[src/rtl/mux_bus_pkg.sv]
package mux_bus_pkg;
  localparam int unsigned LO_W = 16;
  localparam int unsigned HI_W = 4;
  localparam int unsigned AW   = LO_W + HI_W;

  typedef struct packed {
    logic [AW-1:0] addr;
    logic          bhe_n;
  } cap_t;

  typedef enum logic [1:0] {
    LANE_BOTH = 2'b00,
    LANE_HIGH = 2'b01,
    LANE_LOW  = 2'b10,
    LANE_NONE = 2'b11
  } lane_code_t;
endpackage

[src/rtl/mux_addr_hold.sv]
module mux_addr_hold #(
  parameter int unsigned LO_W = 16,
  parameter int unsigned HI_W = 4,
  localparam int unsigned AW  = LO_W + HI_W
) (
  input  logic            clk,
  input  logic            rst_n,
  input  logic            ale,
  input  logic [LO_W-1:0] ad_in,
  input  logic [HI_W-1:0] ad_hi,
  input  logic            bhe_n,
  input  logic            den_n,
  output logic [AW-1:0]   addr_o,
  output logic            bhe_n_o
);
  logic          ale_q, ale_d;
  logic          den_q, den_d;
  logic [AW-1:0] hold_q, hold_d;
  logic          hbhe_q, hbhe_d;
  logic [AW-1:0] addr_q, addr_d;
  logic          bhe_q, bhe_d;
  logic          fall, take_hold, accept;

  assign fall      = ale_q & ~ale;
  assign take_hold = ale;
  assign accept    = fall & den_q;

  always_comb begin
    ale_d  = ale;
    den_d  = den_n;
    hold_d = hold_q;
    hbhe_d = hbhe_q;
    if (take_hold) begin
      hold_d = {ad_hi, ad_in};
      hbhe_d = bhe_n;
    end
    addr_d = addr_q;
    bhe_d  = bhe_q;
    if (accept) begin
      addr_d = hold_q;
      bhe_d  = hbhe_q;
    end
  end

  always_ff @(posedge clk or negedge rst_n) begin
    if (!rst_n) begin
      ale_q  <= 1'b0;
      den_q  <= 1'b1;
      hold_q <= '0;
      hbhe_q <= 1'b1;
      addr_q <= '0;
      bhe_q  <= 1'b1;
    end else begin
      ale_q  <= ale_d;
      den_q  <= den_d;
      hold_q <= hold_d;
      hbhe_q <= hbhe_d;
      addr_q <= addr_d;
      bhe_q  <= bhe_d;
    end
  end

  assign addr_o  = addr_q;
  assign bhe_n_o = bhe_q;

  // a clean fall publishes the lines seen in the last strobe-high cycle
  p_capture_r1: assert property (@(posedge clk) disable iff (!rst_n)
    (!ale && $past(ale) && $past(den_n)) |=> (addr_o == $past({ad_hi, ad_in}, 2)));

  // byte-high-enable travels with the address
  p_bhe_capture_r3: assert property (@(posedge clk) disable iff (!rst_n)
    (!ale && $past(ale) && $past(den_n)) |=> (bhe_n_o == $past(bhe_n, 2)));

  // without a strobe fall the held address does not move
  p_hold_r2: assert property (@(posedge clk) disable iff (!rst_n)
    !(!ale && $past(ale)) |=> $stable(addr_o));

  // a fall during an enabled data phase leaves the held values alone
  p_ignore_r8: assert property (@(posedge clk) disable iff (!rst_n)
    (!ale && $past(ale) && !$past(den_n)) |=> ($stable(addr_o) && $stable(bhe_n_o)));
endmodule

[src/rtl/mux_xcvr.sv]
module mux_xcvr #(
  parameter int unsigned LO_W = 16
) (
  input  logic            den_n,
  input  logic            dt_r,
  input  logic [LO_W-1:0] ad_in,
  input  logic [LO_W-1:0] sd_in,
  output logic [LO_W-1:0] sd_out,
  output logic            sd_oe,
  output logic [LO_W-1:0] pd_out,
  output logic            pd_oe
);
  logic on;
  assign on = ~den_n;

  always_comb begin
    sd_oe  = on & dt_r;
    pd_oe  = on & ~dt_r;
    sd_out = sd_oe ? ad_in : '0;
    pd_out = pd_oe ? sd_in : '0;
  end

  // the two sides never drive together
  always_comb begin
    p_one_side_r4: assert (!(sd_oe && pd_oe));
  end
endmodule

[src/rtl/mux_lane_dec.sv]
module mux_lane_dec
  import mux_bus_pkg::*;
(
  input  logic bhe_n_h,
  input  logic a0_h,
  input  logic den_n,
  output logic lane_lo,
  output logic lane_hi
);
  lane_code_t code;
  logic lo_raw, hi_raw;

  assign code = lane_code_t'({bhe_n_h, a0_h});

  always_comb begin
    lo_raw = 1'b0;
    hi_raw = 1'b0;
    unique case (code)
      LANE_BOTH: begin lo_raw = 1'b1; hi_raw = 1'b1; end
      LANE_HIGH: hi_raw = 1'b1;
      LANE_LOW:  lo_raw = 1'b1;
      LANE_NONE: ;
      default:   ;
    endcase
    lane_lo = lo_raw & ~den_n;
    lane_hi = hi_raw & ~den_n;
  end

  // no lane strobe outside an enabled data phase
  always_comb begin
    p_lane_idle_r7: assert (!(den_n && (lane_lo || lane_hi)));
  end
endmodule

[src/rtl/mux_bus_split.sv]
module mux_bus_split
  import mux_bus_pkg::*;
#(
  parameter int unsigned LO_W = mux_bus_pkg::LO_W,
  parameter int unsigned HI_W = mux_bus_pkg::HI_W,
  localparam int unsigned AW  = LO_W + HI_W
) (
  input  logic            clk,
  input  logic            rst_n,
  input  logic            ale,
  input  logic [LO_W-1:0] ad_in,
  input  logic [HI_W-1:0] ad_hi,
  input  logic            bhe_n,
  input  logic            den_n,
  input  logic            dt_r,
  input  logic [LO_W-1:0] sd_in,
  output logic [AW-1:0]   addr_o,
  output logic            bhe_n_o,
  output logic [LO_W-1:0] sd_out,
  output logic            sd_oe,
  output logic [LO_W-1:0] pd_out,
  output logic            pd_oe,
  output logic            lane_lo,
  output logic            lane_hi
);
  logic [1:0] rst_sync_q;
  logic       rst_n_s;

  always_ff @(posedge clk or negedge rst_n) begin
    if (!rst_n) rst_sync_q <= 2'b00;
    else        rst_sync_q <= {rst_sync_q[0], 1'b1};
  end
  assign rst_n_s = rst_sync_q[1];

  mux_addr_hold #(.LO_W(LO_W), .HI_W(HI_W)) u_hold (
    .clk    (clk),
    .rst_n  (rst_n_s),
    .ale    (ale),
    .ad_in  (ad_in),
    .ad_hi  (ad_hi),
    .bhe_n  (bhe_n),
    .den_n  (den_n),
    .addr_o (addr_o),
    .bhe_n_o(bhe_n_o)
  );

  mux_xcvr #(.LO_W(LO_W)) u_xcvr (
    .den_n (den_n),
    .dt_r  (dt_r),
    .ad_in (ad_in),
    .sd_in (sd_in),
    .sd_out(sd_out),
    .sd_oe (sd_oe),
    .pd_out(pd_out),
    .pd_oe (pd_oe)
  );

  mux_lane_dec u_lane (
    .bhe_n_h(bhe_n_o),
    .a0_h   (addr_o[0]),
    .den_n  (den_n),
    .lane_lo(lane_lo),
    .lane_hi(lane_hi)
  );

  // reset leaves the byte-high-enable deasserted
  p_reset_bhe_r9: assert property (@(posedge clk)
    $rose(rst_n_s) |-> bhe_n_o);
endmodule

[config.mk]
export PLATFORM = sky130hd
export DESIGN_NAME = mux_bus_split
export DESIGN_NICKNAME = d
export VERILOG_FILES = /design/src/rtl/mux_bus_pkg.sv /design/src/rtl/mux_addr_hold.sv /design/src/rtl/mux_xcvr.sv /design/src/rtl/mux_lane_dec.sv /design/src/rtl/mux_bus_split.sv
export SDC_FILE = /design/constraint.sdc
export NUM_CORES = 1
export LEC_CHECK = 0
export ABC_AREA = 1
export BUFFER_PORTS_ARGS = -buffer_cell sky130_fd_sc_hd__clkbuf_2
export CAP_MARGIN = 20
export CELL_PAD_IN_SITES_DETAIL_PLACEMENT = 1
export CELL_PAD_IN_SITES_GLOBAL_PLACEMENT = 2
export CORE_UTILIZATION = 25
export CTS_BUF_LIST = sky130_fd_sc_hd__clkbuf_2 sky130_fd_sc_hd__clkbuf_4 sky130_fd_sc_hd__clkbuf_8
export CTS_CLUSTER_SIZE = 40
export DETAILED_ROUTE_END_ITERATION = 7
export GPL_TIMING_DRIVEN = 0
export PLACE_DENSITY_LB_ADDON = 0.1
export SYNTH_ARGS = -nofsm -noshare
export SYNTH_HDL_FRONTEND = slang
export SYNTH_SLANG_ARGS = --single-unit
[constraint.sdc]
create_clock -name clk -period 1.55 [get_ports clk]
set_input_delay 0.155 -clock clk [delete_from_list [all_inputs] [get_ports clk]]
set_output_delay 0.155 -clock clk [all_outputs]
set_load 0.05 [all_outputs]
# Word-level counts from Yosys, hierarchy flattened
# Cells that the tools add are included.
[word_totals]
output_inout_bits = 57
reg_bits = 46
elab_cells = 25
[op_classes]
bitwise_logic = 9
reduce_logical = 3
eq_ne = 2
n_mux = 4
[ops]
columns = ["cell", "count"]
rows = [
  ["16-bit two-way mux", 2],
  ["1-bit AND", 6],
  ["2-bit OR reduction", 2],
  ["1-bit NOT", 3],
  ["2-bit by 1-bit == test with 1-bit output, second input constant", 1],
  ["2-bit == test, second input constant", 1],
  ["2-bit logical NOT", 1],
  ["1-bit two-way mux", 2],
]

# Depth between registers and ports, before layout
[depth]
word_depth = 4
ltp_mapped = 5
mapped_depth_nobuf = 4

# Modules after synthesis
# A second synthesis with hierarchy kept.
[hier_totals]
cells_unflattened = 261
hier_area_um2 = 2100.8
[modules_own_cells]
columns = ["module", "area_each_um2", "instances", "cells_each"]
rows = [
  ["mux_addr_hold", 1709.1, 1, 184],
  ["mux_xcvr", 330.3, 1, 72],
  ["mux_bus_split", 53.8, 1, 3],
  ["mux_lane_dec", 7.5, 1, 2],
]

# Worst setup path after synthesis
# No wires, ideal clock.
[synth_path]
path_type = "input to output"
start = "input port dt_r"
end = "output port pd_out[10]"
path_buffers = 1
stages = 4
slack_ns = -0.580
t_arrival_ns = 1.975
path_cell_list = "nor2_1 -> inv_1 -> buf_2 -> nor2_1"
[synth_between]
elab_chain_len = 3
[synth_rtl]
columns = ["item", "line", "rtl"]
rows = [
  ["from (decl)", "mux_bus_split.sv:15", "input logic dt_r,"],
  ["1-bit NOT", "mux_xcvr.sv:18", "pd_oe = on & ~dt_r;"],
  ["1-bit AND", "mux_xcvr.sv:18", ""],
  ["16-bit two-way mux", "mux_xcvr.sv:20", "pd_out = pd_oe ? sd_in : '0;"],
  ["to (decl)", "mux_bus_split.sv:21", "output logic [LO_W-1:0] pd_out,"],
]
# No other way between the ends.

# Final worst setup path
[layout_path]
start = "input port den_n"
end = "output port pd_out[6]"
[layout_between]
elab_chain_len = 3
[layout_rtl]
columns = ["item", "line", "rtl"]
rows = [
  ["from (decl)", "mux_bus_split.sv:14", "input logic den_n,"],
  ["1-bit NOT", "mux_xcvr.sv:14", "assign on = ~den_n;"],
  ["1-bit AND", "mux_xcvr.sv:18", ""],
  ["16-bit two-way mux", "mux_xcvr.sv:20", ""],
]
# No other way between the ends.

==> results.json <==
{
  "cts_inserted_buffers": 5,
  "drt-pass1-iter-count": 4,
  "grt_overflow": 0,
  "period_share_pct": 85.16,
  "pin_count_of_the_biggest_net_entering_global_routing": 24,
  "signal_arrival_time_at_the_worst_endpoint_ns": 1.17,
  "clkSlewWorstSetupHoldPaths_ns": 0.08,
  "die_y_um": 91.77,
  "timing.setup.critical_path_class": "input port to output pin",
  "synth.net_count": 287,
  "setup_total_negative_slack_ns": 0,
  "instance_count_of_the_mapped_netlist": 245,
  "clock_sinks": 46,
  "ys.flop_type": "sky130_fd_sc_hd__dfrtp_1",
  "synth.avg_cell_area_um2": 8.222,
  "std_cell_rows": 32,
  "first_global_vias": 1904,
  "cell_area_power_density_mw_per_mm2": 1130,
  "place.detailed.hpwl_mm": 4.299,
  "synthXorXnorAreaFrac_pct": 0,
  "start_util_pct": 25.93,
  "crit_path_top_delay_cell": "sky130_fd_sc_hd__buf_2",
  "hold_path_class": "input port to register",
  "antenna_violating_nets_post_route": 0,
  "global_route.usage.total_pct": 14.08,
  "timing.critical_path.from_type": "input port",
  "worst_r2r_startpoint": "u_hold.den_q$_DFF_PN1_",
  "power.leakage_nw": 1.648,
  "finalWirelength_mm": 5.488,
  "n_antenna_cell": 0,
  "drv_cap": 0,
  "synth-seq-area-share_pct": 57.33,
  "design.core.area_mm2": 0.007767,
  "ys_warn_count": 0,
  "placed_cells": 446,
  "drt_first_iter_violations": 63,
  "io_pins": 99,
  "holdCritStartpoint": "den_n",
  "via_per_inst": 4.277,
  "cts.htree.levels": 2,
  "clock_tree_from_tritoncts": "done",
  "detail_route.wl_per_cell_um": 12.06,
  "combinational_family_with_the_most_area_after_synthesis": "simple AND/OR/NAND/NOR gates",
  "place.gp.congestion": 0.7071,
  "post_synth_main_area_contributors": "sky130_fd_sc_hd__dfrtp_1 53%, sky130_fd_sc_hd__nand2_1 14%, sky130_fd_sc_hd__inv_1 6.5%",
  "timing.critical_path.to_type": "output pin",
  "grt.busiest_layer": "met2",
  "finalHoldViolations": 0,
  "finalNetCount": 394,
  "max_freq_ghz": 0.7576,
  "max_slew_margin_pct": 65.27,
  "areaGrowthSynthToFinish_pct": 39.07,
  "run_status": "complete, no violations",
  "peakVddDrop_mv": 0.3033,
  "ys_seq_elements": 46,
  "final_layout_size_suffix_gt1_share_pct": 37.96,
  "cp_num_buf_inv": 4,
  "synth_most_common_cell": "sky130_fd_sc_hd__nand2_1",
  "finalClockSkew_ns": 0.004183,
  "grt_util_met3_pct": 2.736,
  "clock_latency_ns": 0.29,
  "synth_top_cell_area_share_pct": 53.42,
  "synth-simple-area-share_pct": 27.08,
  "synth_area_in_compound_gates_pct": 3.975,
  "post_synth_num_cell_types": 15,
  "min_to": "u_hold.den_q$_DFF_PN1_",
  "drcViolationCount": 0,
  "final_max_slew_viol_count": 0,
  "synth.cell_area_mm2": 0.002014,
  "synthAdderAreaFrac_pct": 0,
  "synth.mux.area_fraction_pct": 0,
  "crit_path_max_fanout": 10,
  "global_route.usage.met2_pct": 23.75,
  "crit_chain": "clkbuf_2 -> nor2_2 -> inv_1 -> buf_2 -> nor2_2 -> clkbuf_2",
  "worst_hold_path.num_cells": 1,
  "setup-violations-final": 0,
  "ff2ff_setup_slack_ns": 0.29,
  "post-synth-top-area-cell": "sky130_fd_sc_hd__dfrtp_1",
  "synth_enable_flop_cells": 0,
  "grt_pass1_wl_mm": 9.280,
  "num_vias": 1946,
  "grtUsageMet1_pct": 18.39,
  "critical_path_required_ns": 1.39,
  "fp.dieW_um": 91.77,
  "clock_tree.buffer_depth": 2,
  "rr_endpoint": "u_hold.addr_o[17]$_DFFE_PN0P_",
  "grt_setup_unrepaired": "false",
  "async_s_r_ff_share_synth_pct": 100.0,
  "crit_path_max_incr_delay_ns": 0.33,
  "placement.io_buffers": 98,
  "ys_top_cells_by_count": "74 x sky130_fd_sc_hd__nand2_1, 43 x sky130_fd_sc_hd__dfrtp_1, 35 x sky130_fd_sc_hd__inv_1, 35 x sky130_fd_sc_hd__nor2_1, 21 x sky130_fd_sc_hd__nand4_1",
  "clockRootBuffer": "sky130_fd_sc_hd__clkbuf_8",
  "die_area_mm2": 0.008421,
  "path_delay_family": "buffers and inverters",
  "finalNonFillerCells": 455,
  "grt_antenna_before_repair": 0,
  "finalCriticalPeriod_ns": 1.320,
  "reg2regPathDepth": 3,
  "tightestPinTransition_ns": 0.5209
}
[how the worst max path moves through the flow]
| stage | cells past startpoint | endpoint | slack (ns) | startpoint |
|---|---|---|---|---|
| CTS | 6 | sd_out[10] | 0.09 | den_n |
| global placement | 0 | u_hold.addr_o[12]$_DFFE_PN0P_ | -0.42 | rst_sync_q[1]$_DFF_PN0_ |
| detailed placement | 6 | sd_out[10] | 0.09 | den_n |
| finish | 6 | pd_out[6] | 0.23 | den_n |
| global route | 6 | pd_out[13] | 0.11 | den_n |
| floorplan | 3 | pd_out[0] | -0.10 | dt_r |
[registers in the layout, summed over array words and instances (netlist names)]
signal / flops
rst_sync_q: 2
u_hold.addr_o: 20
u_hold.ale_q: 1
u_hold.bhe_n_o: 1
u_hold.den_q: 1
u_hold.hbhe_q: 1
u_hold.hold_q: 20
[metal layers]
layer / vias to the layer above / share of wire (%)
li1: 962 / -
met1: 920 / 45
met2: 58 / 49
met3: 6 / 5.4
met4: 0 / 1.1
met5: - / 0
[cell families after synthesis]
logic type             after synthesis
AO/OA/AOI/OAI                       16
flip-flops                          46
other                                1
buffers and inverters               51
AND/OR/NAND/NOR                    131
[where the power goes]
group	switching (mW)	internal [mW]
Combinational	0.725	0.228
Clock	0.386	0.378
Sequential	0.0953	1.35
Total	1.21	1.96
[placed cells by master, fill, tap and decap left out, drive strengths merged]
cell type,n
nand2,74
clkinv,1
nor2,35
clkbuf,107
conb,1
dfrtp,43
inv,36
nand4,21
nand3,1
dlygate4sd3,1
buf,14
dfstp,3
o21ai,16
[repair_timing]
item                                    4_1_cts  5_1_grt
hold endpoints to repair                      2        0
endpoints found under the setup margin        0        4
gates resized for setup                       0        2
hold buffers                                  1        0
buffers inserted                              0        0
[through the flow]
step,setup slack [ns],power [mW],hold slack (ns),utilization [%],instance area [um^2]
floorplan,-0.1011,2.156,-0.1406,-,2047
global placement,-0.4169,2.420,-0.05833,34.31,2665
detailed placement,0.08756,2.442,-0.05797,34.68,2694
CTS,0.08692,3.226,0.05189,36.03,2799
global route,0.1135,3.336,0.04501,36.07,2801
finish,0.2300,3.164,0.04498,36.07,2801
[final cells by class]
| type | count | area [um^2] |
|---|---|---|
| Buffer | 15 | 95.09 |
| Fill cell | 983 | 4966 |
| Clock inverter | 1 | 5.005 |
| Tap cell | 102 | 127.6 |
| Sequential cell | 46 | 1156 |
| Clock buffer | 7 | 90.09 |
| Multi-Input combinational cell | 148 | 664.4 |
| Timing Repair Buffer | 100 | 528.0 |
| Inverter | 36 | 135.1 |
Note: power is estimated with default switching activity, not from simulation.
